$ cat config.mk
export PLATFORM = sky130hd
export DESIGN_NAME = ctimer_trap_router
export DESIGN_NICKNAME = d
export VERILOG_FILES = /design/src/rtl/ctimer_trap_pkg.sv /design/src/rtl/ctimer_trap_ctrl.sv /design/src/rtl/ctimer_trap_dp.sv /design/src/rtl/ctimer_trap_router.sv
export SDC_FILE = /design/constraint.sdc
export NUM_CORES = 1
export LEC_CHECK = 0
export ABC_AREA = 1
export CORE_AREA = 2 2 39 41
export DETAILED_ROUTE_END_ITERATION = 10
export DIE_AREA = 0 0 41 43
export PLACE_DENSITY = 0.76
export SETUP_SLACK_MARGIN = 0.05
export SYNTH_ARGS = -nofsm -noshare
export SYNTH_HDL_FRONTEND = slang
export SYNTH_SLANG_ARGS = --single-unit
$ cat constraint.sdc
create_clock -name vclk -period 4
set_input_delay 1.2 -clock vclk [all_inputs]
set_output_delay 1.2 -clock vclk [all_outputs]
set_load 0.02 [all_outputs]
$ cat src/rtl/ctimer_trap_pkg.sv
package ctimer_trap_pkg;
  localparam int SYN_W = 8;
  localparam logic [SYN_W-1:0] SYN_TIMER = 8'h04;
  localparam logic [SYN_W-1:0] SYN_NONE  = 8'h00;

  typedef enum logic [2:0] {
    OUT_PERMIT = 3'd0,
    OUT_TRAP1  = 3'd1,
    OUT_TRAP2  = 3'd2,
    OUT_HYP    = 3'd3,
    OUT_UNDEF  = 3'd4
  } outcome_e;

  typedef enum logic [2:0] {
    BANK_COMMON = 3'd0,
    BANK_NSEC   = 3'd1,
    BANK_SEC    = 3'd2,
    BANK_L2NS   = 3'd3,
    BANK_L2SEC  = 3'd4
  } bank_e;

  // Strobes from the control decoder to the priority datapath
  typedef struct packed {
    logic userGate;
    logic userToL2;
    logic userNarrow;
    logic userToHyp;
    logic wideCounter;
    logic hostL1;
    logic hostL0;
    logic narrowCounter;
    logic redirSec;
    logic redirNs;
    logic pickSec;
    logic pickNs;
  } gate_t;
endpackage

$ cat src/rtl/ctimer_trap_ctrl.sv
module ctimer_trap_ctrl
  import ctimer_trap_pkg::*;
(
  input  logic [1:0] curLevel,
  input  logic       l1Narrow,
  input  logic       l2Active,
  input  logic       l2Narrow,
  input  logic       l2Host,
  input  logic       l0Host,
  input  logic       l3Present,
  input  logic       l3Narrow,
  input  logic       trapGeneral,
  input  logic       l0UserEn,
  input  logic       l1PhysEn,
  input  logic       hostL1TimerEn,
  input  logic       hostL0TimerEn,
  input  logic       nsBit,
  input  logic       secL2Feature,
  output gate_t      gates
);
  logic atL0, atL1, atL2, atL3, lowLevel, l2Wide, l2Short;

  always_comb begin
    atL0     = (curLevel == 2'd0);
    atL1     = (curLevel == 2'd1);
    atL2     = (curLevel == 2'd2);
    atL3     = (curLevel == 2'd3);
    lowLevel = atL0 | atL1;
    l2Wide   = l2Active & ~l2Narrow;
    l2Short  = l2Active & l2Narrow;

    gates.userGate      = atL0 & ~l0UserEn & (l1Narrow | ~l0Host);
    gates.userToL2      = l2Wide & trapGeneral;
    gates.userNarrow    = l1Narrow;
    gates.userToHyp     = l2Short & trapGeneral;
    gates.wideCounter   = lowLevel & l2Wide & ~l2Host & ~l1PhysEn;
    gates.hostL1        = l2Host & ~hostL1TimerEn & (atL1 | (atL0 & ~trapGeneral));
    gates.hostL0        = atL0 & l0Host & ~hostL0TimerEn;
    gates.narrowCounter = lowLevel & l2Short & ~l1PhysEn;
    gates.redirSec      = atL0 & l0Host & ~nsBit & secL2Feature;
    gates.redirNs       = atL0 & l0Host & nsBit;
    gates.pickSec       = atL3 & ~nsBit;
    gates.pickNs        = ((atL1 | atL2) & l3Present & l3Narrow) | (atL3 & nsBit);
  end
endmodule

$ cat src/rtl/ctimer_trap_dp.sv
module ctimer_trap_dp
  import ctimer_trap_pkg::*;
(
  input  gate_t            gates,
  input  logic             accessReq,
  input  logic             accessWrite,
  output outcome_e         outSel,
  output logic [SYN_W-1:0] synSel,
  output bank_e            bankSel,
  output logic             rdEn,
  output logic             wrEn
);
  always_comb begin
    outSel  = OUT_PERMIT;
    synSel  = SYN_NONE;
    bankSel = BANK_COMMON;
    if (gates.userGate) begin
      if (gates.userToL2) begin
        outSel = OUT_TRAP2;
        synSel = SYN_TIMER;
      end else if (gates.userNarrow) begin
        outSel = gates.userToHyp ? OUT_HYP : OUT_UNDEF;
      end else begin
        outSel = OUT_TRAP1;
        synSel = SYN_TIMER;
      end
    end else if (gates.wideCounter | gates.hostL1 | gates.hostL0) begin
      outSel = OUT_TRAP2;
      synSel = SYN_TIMER;
    end else if (gates.narrowCounter) begin
      outSel = OUT_HYP;
      synSel = SYN_TIMER;
    end else if (gates.redirSec) begin
      bankSel = BANK_L2SEC;
    end else if (gates.redirNs) begin
      bankSel = BANK_L2NS;
    end else if (gates.pickSec) begin
      bankSel = BANK_SEC;
    end else if (gates.pickNs) begin
      bankSel = BANK_NSEC;
    end
    rdEn = accessReq & (outSel == OUT_PERMIT) & ~accessWrite;
    wrEn = accessReq & (outSel == OUT_PERMIT) & accessWrite;
  end
endmodule

$ cat src/rtl/ctimer_trap_router.sv
module ctimer_trap_router
  import ctimer_trap_pkg::*;
(
  input  logic       accessReq,
  input  logic       accessWrite,
  input  logic [1:0] curLevel,
  input  logic       l1Narrow,
  input  logic       l2Active,
  input  logic       l2Narrow,
  input  logic       l2Host,
  input  logic       l0Host,
  input  logic       l3Present,
  input  logic       l3Narrow,
  input  logic       trapGeneral,
  input  logic       l0UserEn,
  input  logic       l1PhysEn,
  input  logic       hostL1TimerEn,
  input  logic       hostL0TimerEn,
  input  logic       nsBit,
  input  logic       secL2Feature,
  output logic [2:0] outcome,
  output logic [7:0] syndrome,
  output logic [2:0] bank,
  output logic       rdEn,
  output logic       wrEn
);
  gate_t    gates;
  outcome_e outSel;
  bank_e    bankSel;
  logic [SYN_W-1:0] synSel;

  ctimer_trap_ctrl ctrl_i (
    .curLevel(curLevel), .l1Narrow(l1Narrow), .l2Active(l2Active),
    .l2Narrow(l2Narrow), .l2Host(l2Host), .l0Host(l0Host),
    .l3Present(l3Present), .l3Narrow(l3Narrow), .trapGeneral(trapGeneral),
    .l0UserEn(l0UserEn), .l1PhysEn(l1PhysEn), .hostL1TimerEn(hostL1TimerEn),
    .hostL0TimerEn(hostL0TimerEn), .nsBit(nsBit), .secL2Feature(secL2Feature),
    .gates(gates)
  );

  ctimer_trap_dp dp_i (
    .gates(gates), .accessReq(accessReq), .accessWrite(accessWrite),
    .outSel(outSel), .synSel(synSel), .bankSel(bankSel),
    .rdEn(rdEn), .wrEn(wrEn)
  );

  assign outcome  = outSel;
  assign syndrome = synSel;
  assign bank     = bankSel;
endmodule

# Word level (Yosys, flattened, before mapping)
# Cells that the tools add are included.
[word_totals] in_bits=18 output_inout_bits=16 ff_bits=0
[op_classes] n_bitwise=43 n_mux=18 n_eq_ne=3 n_reduce_logical=2
[ops] op="3-bit two-way mux" n=13
[ops] op="1-bit bitwise AND" n=26
[ops] op="8-bit two-way mux" n=3
[ops] op="1-bit inverter" n=10
[ops] op="1-bit bitwise OR" n=7
[ops] op="2-bit == test (second input constant)" n=2
[ops] op="3-bit zero test" n=1
[ops] op="2-bit by 1-bit == test with 1-bit output (second input constant)" n=1
[ops] op="2-bit zero test" n=1
[ops] op="2-bit two-way mux" n=1
[ops] op="1-bit two-way mux" n=1

# Longest topological paths before layout
# Gate-level depths: netlist (run 1).
[depth] depth_word=12 depth_mapped=10

# Hierarchy
# Synthesis (run 1) repeated with hierarchy kept, for this count alone.
[hier_totals] hier_cells=74 area_unflattened_um2=360.3
[modules_own_cells] module="ctimer_trap_dp" n_inst=1 area_each_um2=186.4 seq_area_each_um2=0.0 cells_each=38
[modules_own_cells] module="ctimer_trap_ctrl" n_inst=1 area_each_um2=173.9 seq_area_each_um2=0.0 cells_each=36

# Worst setup path after synthesis (run 1)
# OpenSTA, ideal clock, no wires.
[synth_path] path_kind="input-to-output" startpoint="input port curLevel[1]" endpoint="output port outcome[2]" required_time_ns=2.800 arrival_ns=2.200 path_slack_ns=0.600 path_stages=6 path_cell_list="inv_1 ha_1 inv_1 nor2_1 nand2_4 nor3_1"
[synth_between] elab_chain_len=4
[synth_rtl] item="from (decl)" line_no="ctimer_trap_router.sv:6" text="input logic [1:0] curLevel,"
[synth_rtl] item="2-bit zero test" line_no="ctimer_trap_ctrl.sv:24" text="atL0 = (curLevel == 2'd0);"
[synth_rtl] item="1-bit bitwise AND (2 in series)" line_no="ctimer_trap_ctrl.sv:32" text="gates.userGate = atL0 & ~l0UserEn & (l1Narrow | ~l0Host);"
[synth_rtl] item="3-bit two-way mux" line_no="ctimer_trap_dp.sv:17" text="if (gates.userGate) begin"
[synth_rtl] item="to (decl)" line_no="ctimer_trap_router.sv:21" text="output logic [2:0] outcome,"
# No other way between the ends.

# Worst setup path in the final report (run 1)
[layout_path] startpoint="input port l1Narrow" endpoint="output port syndrome[2]"
[layout_between] elab_chain_len=3 word_cells_on_any_way=5 cone_classes="mux: 3; bitwise: 2"
[layout_rtl] item="from (decl)" line_no="ctimer_trap_router.sv:7" text="input logic l1Narrow,"
[layout_rtl] item="3-bit two-way mux or 1-bit bitwise OR (tied branches)" line_no="ctimer_trap_dp.sv:21, ctimer_trap_ctrl.sv:32"
[layout_rtl] item="8-bit two-way mux or 1-bit bitwise AND (tied branches)" line_no="ctimer_trap_dp.sv:18, ctimer_trap_ctrl.sv:32"
[layout_rtl] item="8-bit two-way mux (*)" line_no="ctimer_trap_dp.sv:17"
[layout_rtl] item="to (decl)" line_no="ctimer_trap_router.sv:22" text="output logic [7:0] syndrome,"
# Every way passes the cells marked *; elsewhere a longest branch is shown, timed or not.

==> impl_metrics.yaml, run 1 <==
hold_path:
  min-delay-start: "accessWrite"
  hold_path_depth: 4
  hold_path.class: "in2out"
  min_to: "wrEn"
setup_path:
  worst_ep_arrival_time_ps: 2510
  required_ps: 2800
  start_kind: "input pin"
  worst-setup-path-type: "in2out"
  cp-end-kind: "output pin"
  worst-path-max-fanout: 3
power:
  power.density_nw_per_um2: 105
  pwr-share-comb_pct: 100.0
  power_mw: 0.0721
  internal_power_mw: 0.0331
  power.share.clock_pct: 0
  pwr-share-seq_pct: 0
  leakagePower_nw: 0.405
  p_sw_share_pct: 54.1
  power_switching_mw: 0.0390
  vdd_ir_drop_max_mv: 0.0404
placement:
  finalWeightedCongestion: 0.724
  dp_hpwl_um: 870
  io_buffers: 27
  placedCellCount: 121
synth:
  synth_area_sq_um: 407
  synth_top_area_share_pct: 12.9
  yosysWarnings: 0
  synthTopCellsByArea: "buf_4 13%, nand2_1 12%, inv_1 11%"
  synth_area_leader_cell: "buf_4"
  synthDistinctLibCells: 19
  ys_seq_area_share_pct: 0
  synthCells: 74
  synth.avg_cell_area_sq_um: 5.50
layout:
  synthToLayoutAreaGrowth_pct: 69.2
  register_area_sq_um: 0
  most-common-layout-cells: "16 x clkdlybuf4s50_1, 12 x nand2_1, 11 x inv_1"
  drive_gt1_share_pct: 32.4
  instances_no_fill: 121
  nets: 128
  diodes: 0
  clock_buffers: 0
  flops_and_latches: 0
  final_common_cell: "clkdlybuf4s50_1"
  fillerInstances: 158
outcome:
  status: "complete, no violations"
sta:
  finalMaxSlewViolations: 0
  rsz0062_at_grt: "no"
  period_needed_ps: 3710
  whs_ps: 3060
  fmax_mhz: 270
  final-hold-violation-count: 0
  setup_viol: 0
  fin_crit_sh_pct: 92.7
grt:
  grt_start_max_net_pins: 6
  grt_pass1_wl_um: 1640
  track_usage_pct: 12.3
  grt_pass1_vias: 443
  grt_overflow: 0
  antenna_found_initial: 0
detailed_routing:
  vias_per_cell: 4.26
  drt_drc_violations_left: 0
  ant_nets: 0
  wl_per_cell_um: 8.02
  num_vias: 516
  drt-total-wl_um: 971
  drt_iter0_markers: 4
  dr.pass1.iters: 4
floorplan:
  die_area_sq_um: 1760
  design.portCount: 34
  start_util_pct: 29.4
  row_count: 14
  core-area_sq_um: 1380
  die_x_um: 41
  dieHeight_um: 43
run:
  maxCapViolCount: 0
clock_network:
  cts_setup_buffers: 0
[synthesized netlist by cell type]
cell and count:
nor2_4 2, nand2_4 2, nand2_2 4, nand4_1 3, nand3_2 2, inv_1 12, conb_1 1, nor2_1 10
clkinv_1 1, a21oi_1 1, o21ai_1 1, nor3_1 1, nand2_1 13, a31o_2 1, ha_1 3, o21ai_0 2
inv_2 4, nand3_1 4, buf_4 7
[what timing repair did]
action                                  4_1_cts  5_1_grt
pin swaps                                     1        3
cloned                                        0        0
hold buffers                                  0        0
endpoints found under the setup margin        9        9
resized for setup                            36       13
endpoints found under the hold margin         0        0
[routing by layer]
layer	part of all wire (%)	vias to the layer above	routed length (um)	GRT usage [%]
met1	37	221	364	14.6
met5	0	-	0	0
met4	0	0	0	0
met2	56	18	547	24.1
met3	6.1	0	59	0
li1	-	277	-	-
[how the worst max path moves through the flow]
stage,cells past startpoint,endpoint,startpoint,slack [ps]
2_1_floorplan,6,outcome[2],curLevel[1],600
3_3_place_gp,11,bank[1],curLevel[0],-380
3_5_place_dp,11,bank[0],curLevel[0],-400
4_1_cts,11,outcome[0],curLevel[1],6
5_1_grt,9,syndrome[2],l1Narrow,170
6_report,9,syndrome[2],l1Narrow,290
[final cells by class]
| cell class | instances | area (sq um) | share of cell area [%] |
|---|---|---|---|
| inverter | 17 | 63.8 | 9.27 |
| multi-input combinational | 56 | 333 | 48.4 |
| tap | 16 | 20.0 | 2.91 |
| timing repair buffer | 32 | 272 | 39.5 |
[worst max-delay path: stages]
cell and delay, ps:
clkdlybuf4s50_1 490, clkinv_1 120, nand2_2 100, nand2_4 50, buf_4 140, inv_1 80, o21ai_0 100, nand2_1 70
buf_2 150
[cells by family after synthesis]
| family | Yosys count | synth area share [%] |
|---|---|---|
| AOI/OAI and AO/OA | 5 | 7.08 |
| and+or+nand+nor | 41 | 54.2 |
| adders and majority gates | 3 | 9.23 |
| other | 1 | 0.922 |
| buffers and inverters | 24 | 28.6 |
[power groups by stage]
stage	Sequential (mW)	Combinational, mW	Clock (mW)
2_1_floorplan	0	0.0432	0
3_3_place_gp	0	0.0738	0
3_5_place_dp	0	0.0750	0
4_1_cts	0	0.0710	0
5_1_grt	0	0.0794	0
6_report	0	0.0721	0
[metrics by stage]
| step | setup WS [ps] | instance area [sq um] | util, % | setup TNS [ps] |
|---|---|---|---|---|
| 3_3_place_gp | -383 | 704 | 50.9 | -3010 |
| 6_report | 291 | 688 | 49.7 | 0 |
| 3_5_place_dp | -396 | 704 | 50.9 | -3220 |
| 5_1_grt | 165 | 688 | 49.7 | 0 |
| 2_1_floorplan | 600 | 429 | - | 0 |
| 4_1_cts | 6.10 | 679 | 49.1 | 0 |
No activity file was read; power rests on OpenSTA's default activity.
==> run 2: changes to the inputs <==
CAP_MARGIN = 20   (was default)
==> results of run 2 <==
The final DEF is identical to that of run 1; final timing and power are the same.
==> run 3: changes to the inputs <==
SKIP_LAST_GASP = 1   (was default)
==> results of run 3 <==
The final DEF is identical to that of run 1; final timing and power are the same.
